<file path="src/rtl/nrc_pkg.sv">
package nrc_pkg;

  typedef enum logic [2:0] {
    K_PWR   = 3'd0,
    K_HARD  = 3'd1,
    K_PROC  = 3'd2,
    K_BUS   = 3'd3,
    K_LOCAL = 3'd4,
    K_SOFT  = 3'd5,
    K_REQ   = 3'd6
  } rst_kind_e;

  typedef enum logic [1:0] {
    S_PWR  = 2'd0,
    S_HARD = 2'd1,
    S_HOLD = 2'd2,
    S_IDLE = 2'd3
  } seq_state_e;

  typedef struct packed {
    logic core;
    logic cpu;
    logic periph;
    logic ext_req;
    logic init;
    logic cfg_keep;
  } rst_outs_t;

  localparam rst_outs_t IDLE_OUTS = rst_outs_t'(6'b000001);
  localparam int        CAUSE_W   = 6;
  localparam int        CTRL_W    = 3;

  // Output pattern for each kind of active sequence.
  function automatic rst_outs_t kind_outs(rst_kind_e k);
    rst_outs_t o;
    o = IDLE_OUTS;
    case (k)
      K_PWR, K_HARD: begin
        o.core = 1'b1; o.cpu = 1'b1; o.periph = 1'b1; o.cfg_keep = 1'b0;
      end
      K_PROC:  begin o.core = 1'b1; o.cpu = 1'b1; end
      K_BUS:   o.core = 1'b1;
      K_LOCAL: begin o.core = 1'b1; o.cpu = 1'b1; o.periph = 1'b1; end
      K_SOFT:  o.init = 1'b1;
      K_REQ:   o.ext_req = 1'b1;
      default: o = IDLE_OUTS;
    endcase
    return o;
  endfunction

  // One-hot cause code; zero for kinds that are not recorded.
  function automatic logic [CAUSE_W-1:0] cause_code(rst_kind_e k);
    logic [CAUSE_W-1:0] c;
    case (k)
      K_PWR:   c = 6'b000001;
      K_HARD:  c = 6'b000010;
      K_PROC:  c = 6'b000100;
      K_BUS:   c = 6'b001000;
      K_LOCAL: c = 6'b010000;
      K_SOFT:  c = 6'b100000;
      default: c = '0;
    endcase
    return c;
  endfunction

endpackage

</file>
<file path="src/rtl/nrc_sync.sv">
module nrc_sync #(
  parameter int   STAGES  = 2,
  parameter logic RST_VAL = 1'b0
) (
  input  logic clk,
  input  logic clr_n,
  input  logic d,
  output logic q
);
  logic [STAGES-1:0] chain;

  generate
    if (STAGES == 1) begin : g_one
      always_ff @(posedge clk or negedge clr_n) begin
        if (!clr_n) chain <= RST_VAL;
        else        chain <= d;
      end
    end else begin : g_many
      always_ff @(posedge clk or negedge clr_n) begin
        if (!clr_n) chain <= {STAGES{RST_VAL}};
        else        chain <= {chain[STAGES-2:0], d};
      end
    end
  endgenerate

  assign q = chain[STAGES-1];
endmodule

</file>
<file path="src/rtl/nrc_ctrl_reg.sv">
module nrc_ctrl_reg
  import nrc_pkg::*;
(
  input  logic              clk,
  input  logic              rst_n,
  input  logic              wr,
  input  logic [CTRL_W-1:0] wdata,
  input  logic              idle,
  input  logic              clear,
  output logic [CTRL_W-1:0] bits
);
  logic accept;

  // Writes land only in an idle controller with nothing pending.
  assign accept = wr && idle && (bits == '0);

  always_ff @(posedge clk or negedge rst_n) begin
    if (!rst_n)      bits <= '0;
    else if (clear)  bits <= '0;
    else if (accept) bits <= wdata;
  end
endmodule

</file>
<file path="src/rtl/nrc_sequencer.sv">
module nrc_sequencer
  import nrc_pkg::*;
#(
  parameter int HOLD_CYCLES = 16
) (
  input  logic               clk,
  input  logic               rst_n,
  input  logic               hard_s,
  input  logic               proc_sel,
  input  logic               bus_err,
  input  logic               req_bit,
  input  logic               local_bit,
  input  logic               soft_bit,
  output seq_state_e         state,
  output rst_kind_e          kind,
  output logic               seq_start,
  output logic [CAUSE_W-1:0] cause
);
  localparam int              CNT_W = $clog2(HOLD_CYCLES + 1);
  localparam logic [CNT_W-1:0] LAST = CNT_W'(HOLD_CYCLES - 1);

  seq_state_e       state_n;
  rst_kind_e        kind_n;
  logic [CNT_W-1:0] cnt;
  rst_kind_e        hard_kind;

  assign hard_kind = proc_sel ? K_PROC : K_HARD;

  always_comb begin
    state_n   = state;
    kind_n    = kind;
    seq_start = 1'b0;
    case (state)
      S_PWR:  if (!hard_s) state_n = S_HOLD;
      S_HARD: if (!hard_s) state_n = S_HOLD;
      S_HOLD: begin
        if (hard_s) begin
          state_n = S_HARD; kind_n = hard_kind; seq_start = 1'b1;
        end else if (cnt == LAST) begin
          state_n = S_IDLE;
        end
      end
      default: begin
        if (hard_s) begin
          state_n = S_HARD; kind_n = hard_kind; seq_start = 1'b1;
        end else if (bus_err) begin
          state_n = S_HOLD; kind_n = K_BUS; seq_start = 1'b1;
        end else if (req_bit) begin
          state_n = S_HOLD; kind_n = K_REQ; seq_start = 1'b1;
        end else if (local_bit) begin
          state_n = S_HOLD; kind_n = K_LOCAL; seq_start = 1'b1;
        end else if (soft_bit) begin
          state_n = S_HOLD; kind_n = K_SOFT; seq_start = 1'b1;
        end
      end
    endcase
  end

  always_ff @(posedge clk or negedge rst_n) begin
    if (!rst_n) begin
      state <= S_PWR;
      kind  <= K_PWR;
      cnt   <= '0;
      cause <= cause_code(K_PWR);
    end else begin
      state <= state_n;
      kind  <= kind_n;
      if (state != S_HOLD) cnt <= '0;
      else                 cnt <= cnt + 1'b1;
      if (seq_start && kind_n != K_REQ) cause <= cause_code(kind_n);
    end
  end
endmodule

</file>
<file path="src/rtl/node_rst_ctrl.sv">
module node_rst_ctrl
  import nrc_pkg::*;
#(
  parameter int HOLD_CYCLES = 16,
  parameter int SYNC_STAGES = 2
) (
  input  logic                clk,
  input  logic                pwr_ok,
  input  logic                hard_rst_n_in,
  input  logic                proc_only_sel,
  input  logic                bus_err,
  input  logic                sw_wr,
  input  logic [CTRL_W-1:0]   sw_wdata,
  output logic                core_rst,
  output logic                cpu_rst,
  output logic                periph_rst,
  output logic                ext_rst_req,
  output logic                init_pulse,
  output logic                cfg_keep,
  output logic [CTRL_W-1:0]   ctrl_bits,
  output logic [CAUSE_W-1:0]  rst_cause
);
  // Named internal events, also used by the bound checker.
  logic       rst_n_int;
  logic       hard_s;
  logic       seq_start;
  logic       seq_busy;
  seq_state_e state;
  rst_kind_e  kind;
  rst_outs_t  outs;

  nrc_sync #(.STAGES(SYNC_STAGES), .RST_VAL(1'b0)) u_pwr_sync (
    .clk(clk), .clr_n(pwr_ok), .d(1'b1), .q(rst_n_int)
  );

  nrc_sync #(.STAGES(SYNC_STAGES), .RST_VAL(1'b1)) u_hard_sync (
    .clk(clk), .clr_n(rst_n_int), .d(~hard_rst_n_in), .q(hard_s)
  );

  nrc_ctrl_reg u_ctrl (
    .clk(clk), .rst_n(rst_n_int), .wr(sw_wr), .wdata(sw_wdata),
    .idle(!seq_busy), .clear(seq_start), .bits(ctrl_bits)
  );

  nrc_sequencer #(.HOLD_CYCLES(HOLD_CYCLES)) u_seq (
    .clk(clk), .rst_n(rst_n_int), .hard_s(hard_s), .proc_sel(proc_only_sel),
    .bus_err(bus_err), .req_bit(ctrl_bits[0]), .local_bit(ctrl_bits[1]),
    .soft_bit(ctrl_bits[2]), .state(state), .kind(kind),
    .seq_start(seq_start), .cause(rst_cause)
  );

  assign seq_busy = (state != S_IDLE);
  assign outs     = seq_busy ? kind_outs(kind) : IDLE_OUTS;

  assign core_rst    = outs.core;
  assign cpu_rst     = outs.cpu;
  assign periph_rst  = outs.periph;
  assign ext_rst_req = outs.ext_req;
  assign init_pulse  = outs.init;
  assign cfg_keep    = outs.cfg_keep;
endmodule

</file>
<file path="config.mk">
export PLATFORM = sky130hd
export DESIGN_NAME = node_rst_ctrl
export DESIGN_NICKNAME = d
export VERILOG_FILES = /design/src/rtl/nrc_pkg.sv /design/src/rtl/nrc_sync.sv /design/src/rtl/nrc_ctrl_reg.sv /design/src/rtl/nrc_sequencer.sv /design/src/rtl/node_rst_ctrl.sv
export SDC_FILE = /design/constraint.sdc
export NUM_CORES = 1
export LEC_CHECK = 0
export BUFFER_PORTS_ARGS = -buffer_cell sky130_fd_sc_hd__buf_2
export CAP_MARGIN = 20
export CORE_MARGIN = 2
export CORE_UTILIZATION = 25
export DETAILED_ROUTE_END_ITERATION = 16
export SYNTH_ARGS = -nofsm -noshare
export SYNTH_HDL_FRONTEND = slang
export SYNTH_SLANG_ARGS = --single-unit
</file>
<file path="constraint.sdc">
create_clock -name clk -period 3.15 [get_ports clk]
set_input_delay 0.63 -clock clk [delete_from_list [all_inputs] [get_ports clk]]
set_output_delay 0.63 -clock clk [all_outputs]
set_load 0.05 [all_outputs]
</file>
## Word-level counts from Yosys, hierarchy flattened

Cells that the tools add are included.

| cells by class | value |
|---|---|
| add/subtract/negate cells | 1 |
| equal/unequal tests | 19 |
| muxes and demuxes | 35 |
| bitwise logic cells | 1 |
| reduce and logical (&&, ||, !) cells | 16 |

Operators with widths:

| operator | number |
|---|---|
| one-hot mux 6 bit (6 select lines) | 1 |
| two-way mux 3 bit | 8 |
| two-way mux 2 bit | 9 |
| == test 3 bit, second input constant | 5 |
| == test 3 x 2 -> 1 bit, second input constant | 4 |
| two-way mux 1 bit | 12 |
| logical NOT 3 bit | 3 |
| nonzero test 7 bit | 1 |
| == test 3 x 1 -> 1 bit, second input constant | 2 |
| two-way mux 6 bit | 1 |
| != test 2 bit, second input constant | 3 |
| one-hot mux 3 bit (2 select lines) | 1 |
| adder 5 x 1 -> 5 bit, second input constant | 1 |
| == test 5 x 4 -> 1 bit, second input constant | 1 |
| two-way mux 5 bit | 1 |
| OR reduction 5 bit | 1 |
| one-hot mux 2 bit (2 select lines) | 1 |
| OR reduction 2 bit | 2 |
| OR reduction 4 bit | 1 |
| logical AND 1 bit | 3 |
| != test 3 x 2 -> 1 bit, second input constant | 1 |
| != test 3 bit, second input constant | 1 |
| AND reduction 3 bit | 1 |
| OR reduction 3 bit | 1 |
| other kinds (7) | 7 |

| word-level totals | value |
|---|---|
| flip-flop bits (word level) | 23 |
| input bits | 9 |
| output and inout port bits | 15 |
| word-level logic and storage cells | 79 |

## Logic depth before layout (Yosys ltp)

| depth | value |
|---|---|
| word-level depth | 8 |
| depth in mapped cells | 6 |
| depth with buffers taken out | 5 |

## Cells and area by module

From an unflattened synthesis, not the netlist that was laid out.

| second synthesis, totals | value |
|---|---|
| cell total of the unflattened synthesis | 101 |
| area total of the unflattened synthesis | 1074.8 um^2 |

Modules (own cells, without submodules):

| module | instances | cells each | area an instance (um^2) | seq. area each (um^2) |
|---|---|---|---|---|
| nrc_sequencer | 1 | 70 | 734.5 | 401.6 |
| nrc_ctrl_reg | 1 | 13 | 153.9 | 75.1 |
| node_rst_ctrl | 1 | 14 | 83.8 | 0.0 |
| nrc_sync (u_hard_sync) | 1 | 2 | 52.6 | 52.6 |
| nrc_sync (u_pwr_sync) | 1 | 2 | 50.0 | 50.0 |

## Least setup slack after synthesis

No wires, ideal clock.

| path | value |
|---|---|
| path kind | flip-flop to output port |
| from | reg u_seq.state[0] |
| to | out cpu_rst |
| data arrival time | 1.876 ns |
| required time | 2.520 ns |
| setup slack | 0.644 ns |
| stages on the path, launching flop included | 4 |
| buffers on the path | 1 |
| cell sequence | dfrtp_1 and2_1 buf_6 a211oi_1 |

| on the way | value |
|---|---|
| word-level cells in the longest chain between the ends | 2 |

Ends and longest elaborated chain:

| what | RTL line | RTL |
|---|---|---|
| from (decl) | nrc_sequencer.sv:14 | `output seq_state_e state,` |
| from (signal assigned) | nrc_sequencer.sv:66 | `state <= state_n;` |
| != test 2 bit | node_rst_ctrl.sv:52 | `assign seq_busy = (state != S_IDLE);` |
| two-way mux 6 bit | node_rst_ctrl.sv:53 | `assign outs = seq_busy ? kind_outs(kind) : IDLE_OUTS;` |
| to (decl) | node_rst_ctrl.sv:15 | `output logic cpu_rst,` |

Every way passes these cells.

## Final worst setup path

| path | value |
|---|---|
| from | reg u_seq.state[1] |
| to | out cpu_rst |

The elaborated chain is that of the path after synthesis.

==> impl_metrics.ini <==
[grt]
antenna_found_initial = 0
grt_pass1_wl_um = 3498
met1_usage_pct = 13.31
overflow = 0
grt_util_met3_pct = 1.316
use_met2_pct = 16.02
grt.total_usage_pct = 10.17
grt_max_degree = 22
grt_pass1_vias = 754
busiest_layer = met2

[worst_setup_path]
critPathLaunchType = flip-flop
worst-path-buf-inv = 1
criticalPathCategory = reg2out
path_cells = and2_1 -> a211oi_1 -> buf_2
path_max_fanout = 11
max_stage_delay_ns = 0.48
r2r-start = u_seq.state[1]
r2r_cells = 5
critical_path.top_delay_family = flip-flops
worst_ep_required_time_ns = 2.52
crit_arrival_ns = 1.57
rrSetupSlack_ns = 1.43
crit_path_end_kind = output port
cpMaxStageDelayCell = dfrtp_1
timing.rr.end = u_seq.cause[3]

[floorplan]
core_mm2 = 0.004000
start_util_pct = 25.84
ioPinCount = 24
die_w_um = 68.30
dieArea_mm2 = 0.004664
num_rows = 23
die_h_um = 68.30

[logic_synthesis]
synth_mux_area_share_pct = 0
synthXorXnorAreaFrac_pct = 1.695
synth-adder-area-share_pct = 2.421
synth-main-ff-cell = dfrtp_1
synth_top_family_by_area = simple AND/OR/NAND/NOR gates
ys_seq_area_share_pct = 56.05
synth-seq-cells = 23
syn_area_per_cell_um2 = 10.44
synth-edff-count = 0
synth-simple-area-share_pct = 16.83
syn_nets = 110
syn_inst = 99
synth-compound-area-share_pct = 16.34
yosysWarnings = 0
ys_types = 37
async_flop_share_pct = 100.0
synthesis.area_mm2 = 0.001033

[sta]
rsz0062_at_grt = false
max_freq_mhz = 455.6
min_period_ns = 2.195
finalHoldViolCount = 0
setup_tns_ns = 0
tightest_slew_ns = 0.8718
drv_slew = 0
slew_headroom_pct = 41.88
setup_viol = 0
finalCritPeriodShare_pct = 69.69
skew_ns = 0.001990

[clock_network]
insertion_delay_ns = 0.26
h-tree-depth = 1
numCtsBuffers = 3
clock-sinks = 23
cts_tree = done
cts-hold-fix-buffers = 0
post-cts-setup-buffers = 0
cts.reportedPaths.clkPinSlew_ns = 0.08
ctsResizeCount = 0
clock_path_buffers = 2
cts_root_buffer = clkbuf_8

[detailed_routing]
vias = 795
final_antenna_net_count = 0
vias_per_cell = 4.676
drtIter0Drc = 25
drcViolationCount = 0
finalWirelength_um = 2070
wl_per_cell_um = 12.18
firstDrtPassIters = 4

[layout]
final_common_cell = buf_2
seqCellArea_um2 = 579.3
mostFrequentLayoutCells = 23 x buf_2, 20 x dfrtp_1, 11 x nor2_1, 10 x nand2_1, 9 x a21oi_1
final-instance-count-excl-fill = 170
multi_input_area_um2 = 389.1
nFillCells = 419
drive_gt1_share_pct = 29.17
final_core_util_pct = 30.37
n_antenna_cell = 0
syn_to_final_growth_pct = 17.55
final_nets = 132

[power_and_ir_drop]
ir_drop_mv = 0.1503
p_per_area_mw_per_mm2 = 594.9
p_leak_uw = 0.0005936

[placement]
dpl.hpwl_um = 1561
io_buffers = 23
post-place-cells = 166
place_congestion = 0.7048

[run]
cap_viol_max_count = 0

[outcome]
status = complete, no violations

[worst_hold_path]
hold_class = in2async
state kept, by name, indices dropped and copies added (netlist names):
register,cells
u_ctrl.bits,3
u_hard_sync.chain,2
u_pwr_sync.chain,2
u_seq.cause,6
u_seq.cnt,5
u_seq.kind,3
u_seq.state,2
metrics by stage:
stage | area, um^2 | total power, uW | hold slack, ns | setup slack, ns
after global routing | 1215 | 767.6 | 0.1212 | 0.8253
after detailed placement | 1169 | 553.5 | 0.3364 | 1.238
after CTS | 1215 | 734.5 | 0.1287 | 0.9438
after global placement | 1169 | 550.2 | 0.3376 | 1.292
after floorplan | 1033 | 512.8 | 0.2646 | 0.6437
final | 1215 | 722.8 | 0.1377 | 0.9549
worst register-to-register path, stage by stage, from the launching register on:
cell	delay, ns
dfrtp_1	0.51
and2_1	0.32
nand2_1	0.08
a32o_2	0.30
a21bo_1	0.22
a22o_1	0.19
cells by family (layout without fill, tap and decap cells):
family          after synthesis  count (layout)
flops                        23              23
buf+inv                      12              33
xor+xnor                      2               2
compound gates               24              24
other cells                   1               1
simple gates                 35              35
fa+ha+maj                     2               2
report_power, final:
group | internal, uW | total, uW | switching, uW
Combinational | 53.5 | 190 | 137
Sequential | 323 | 356 | 32.8
Clock | 88.0 | 176 | 88.3
Total | 465 | 723 | 258
how the worst max path moves through the flow:
stage                               from         end  slack, ns  cells past startpoint
after floorplan           u_seq.state[0]     cpu_rst       0.64                      3
after global placement    u_seq.state[1]    cfg_keep       1.29                      3
after detailed placement  u_seq.state[1]     cpu_rst       1.24                      3
after CTS                 u_seq.state[1]     cpu_rst       0.94                      3
after global routing      u_seq.state[1]  init_pulse       0.83                      3
final                     u_seq.state[1]     cpu_rst       0.95                      3
area by class of cell:
cell class | instances | area share (%)
Sequential cell | 23 | 47.68
Inverter | 6 | 1.854
Multi-Input combinational cell | 64 | 32.03
Timing Repair Buffer | 23 | 9.475
Clock inverter | 1 | 0.4119
Tap cell | 50 | 5.149
Clock buffer | 3 | 3.399
layer usage:
metal / wire length, um / share of wire (%)
met1: 946 / 46
met3: 113 / 5.5
met5: 0 / 0
met2: 982 / 47
met4: 27 / 1.3
cells in the mapped netlist (2+ instances only):
master,n,area (um^2)
dfrtp_1,20,500.5
nor2_1,11,41.29
nand2_1,10,37.54
a21oi_1,9,45.04
inv_1,6,22.52
buf_4,3,22.52
dfstp_2,3,78.83
a22o_1,2,17.52
and2_1,2,12.51
and3_1,2,12.51
ha_1,2,25.02
nand3_1,2,10.01
nor3_1,2,10.01
o21a_1,2,15.01
No activity file was read; power rests on OpenSTA's default activity.
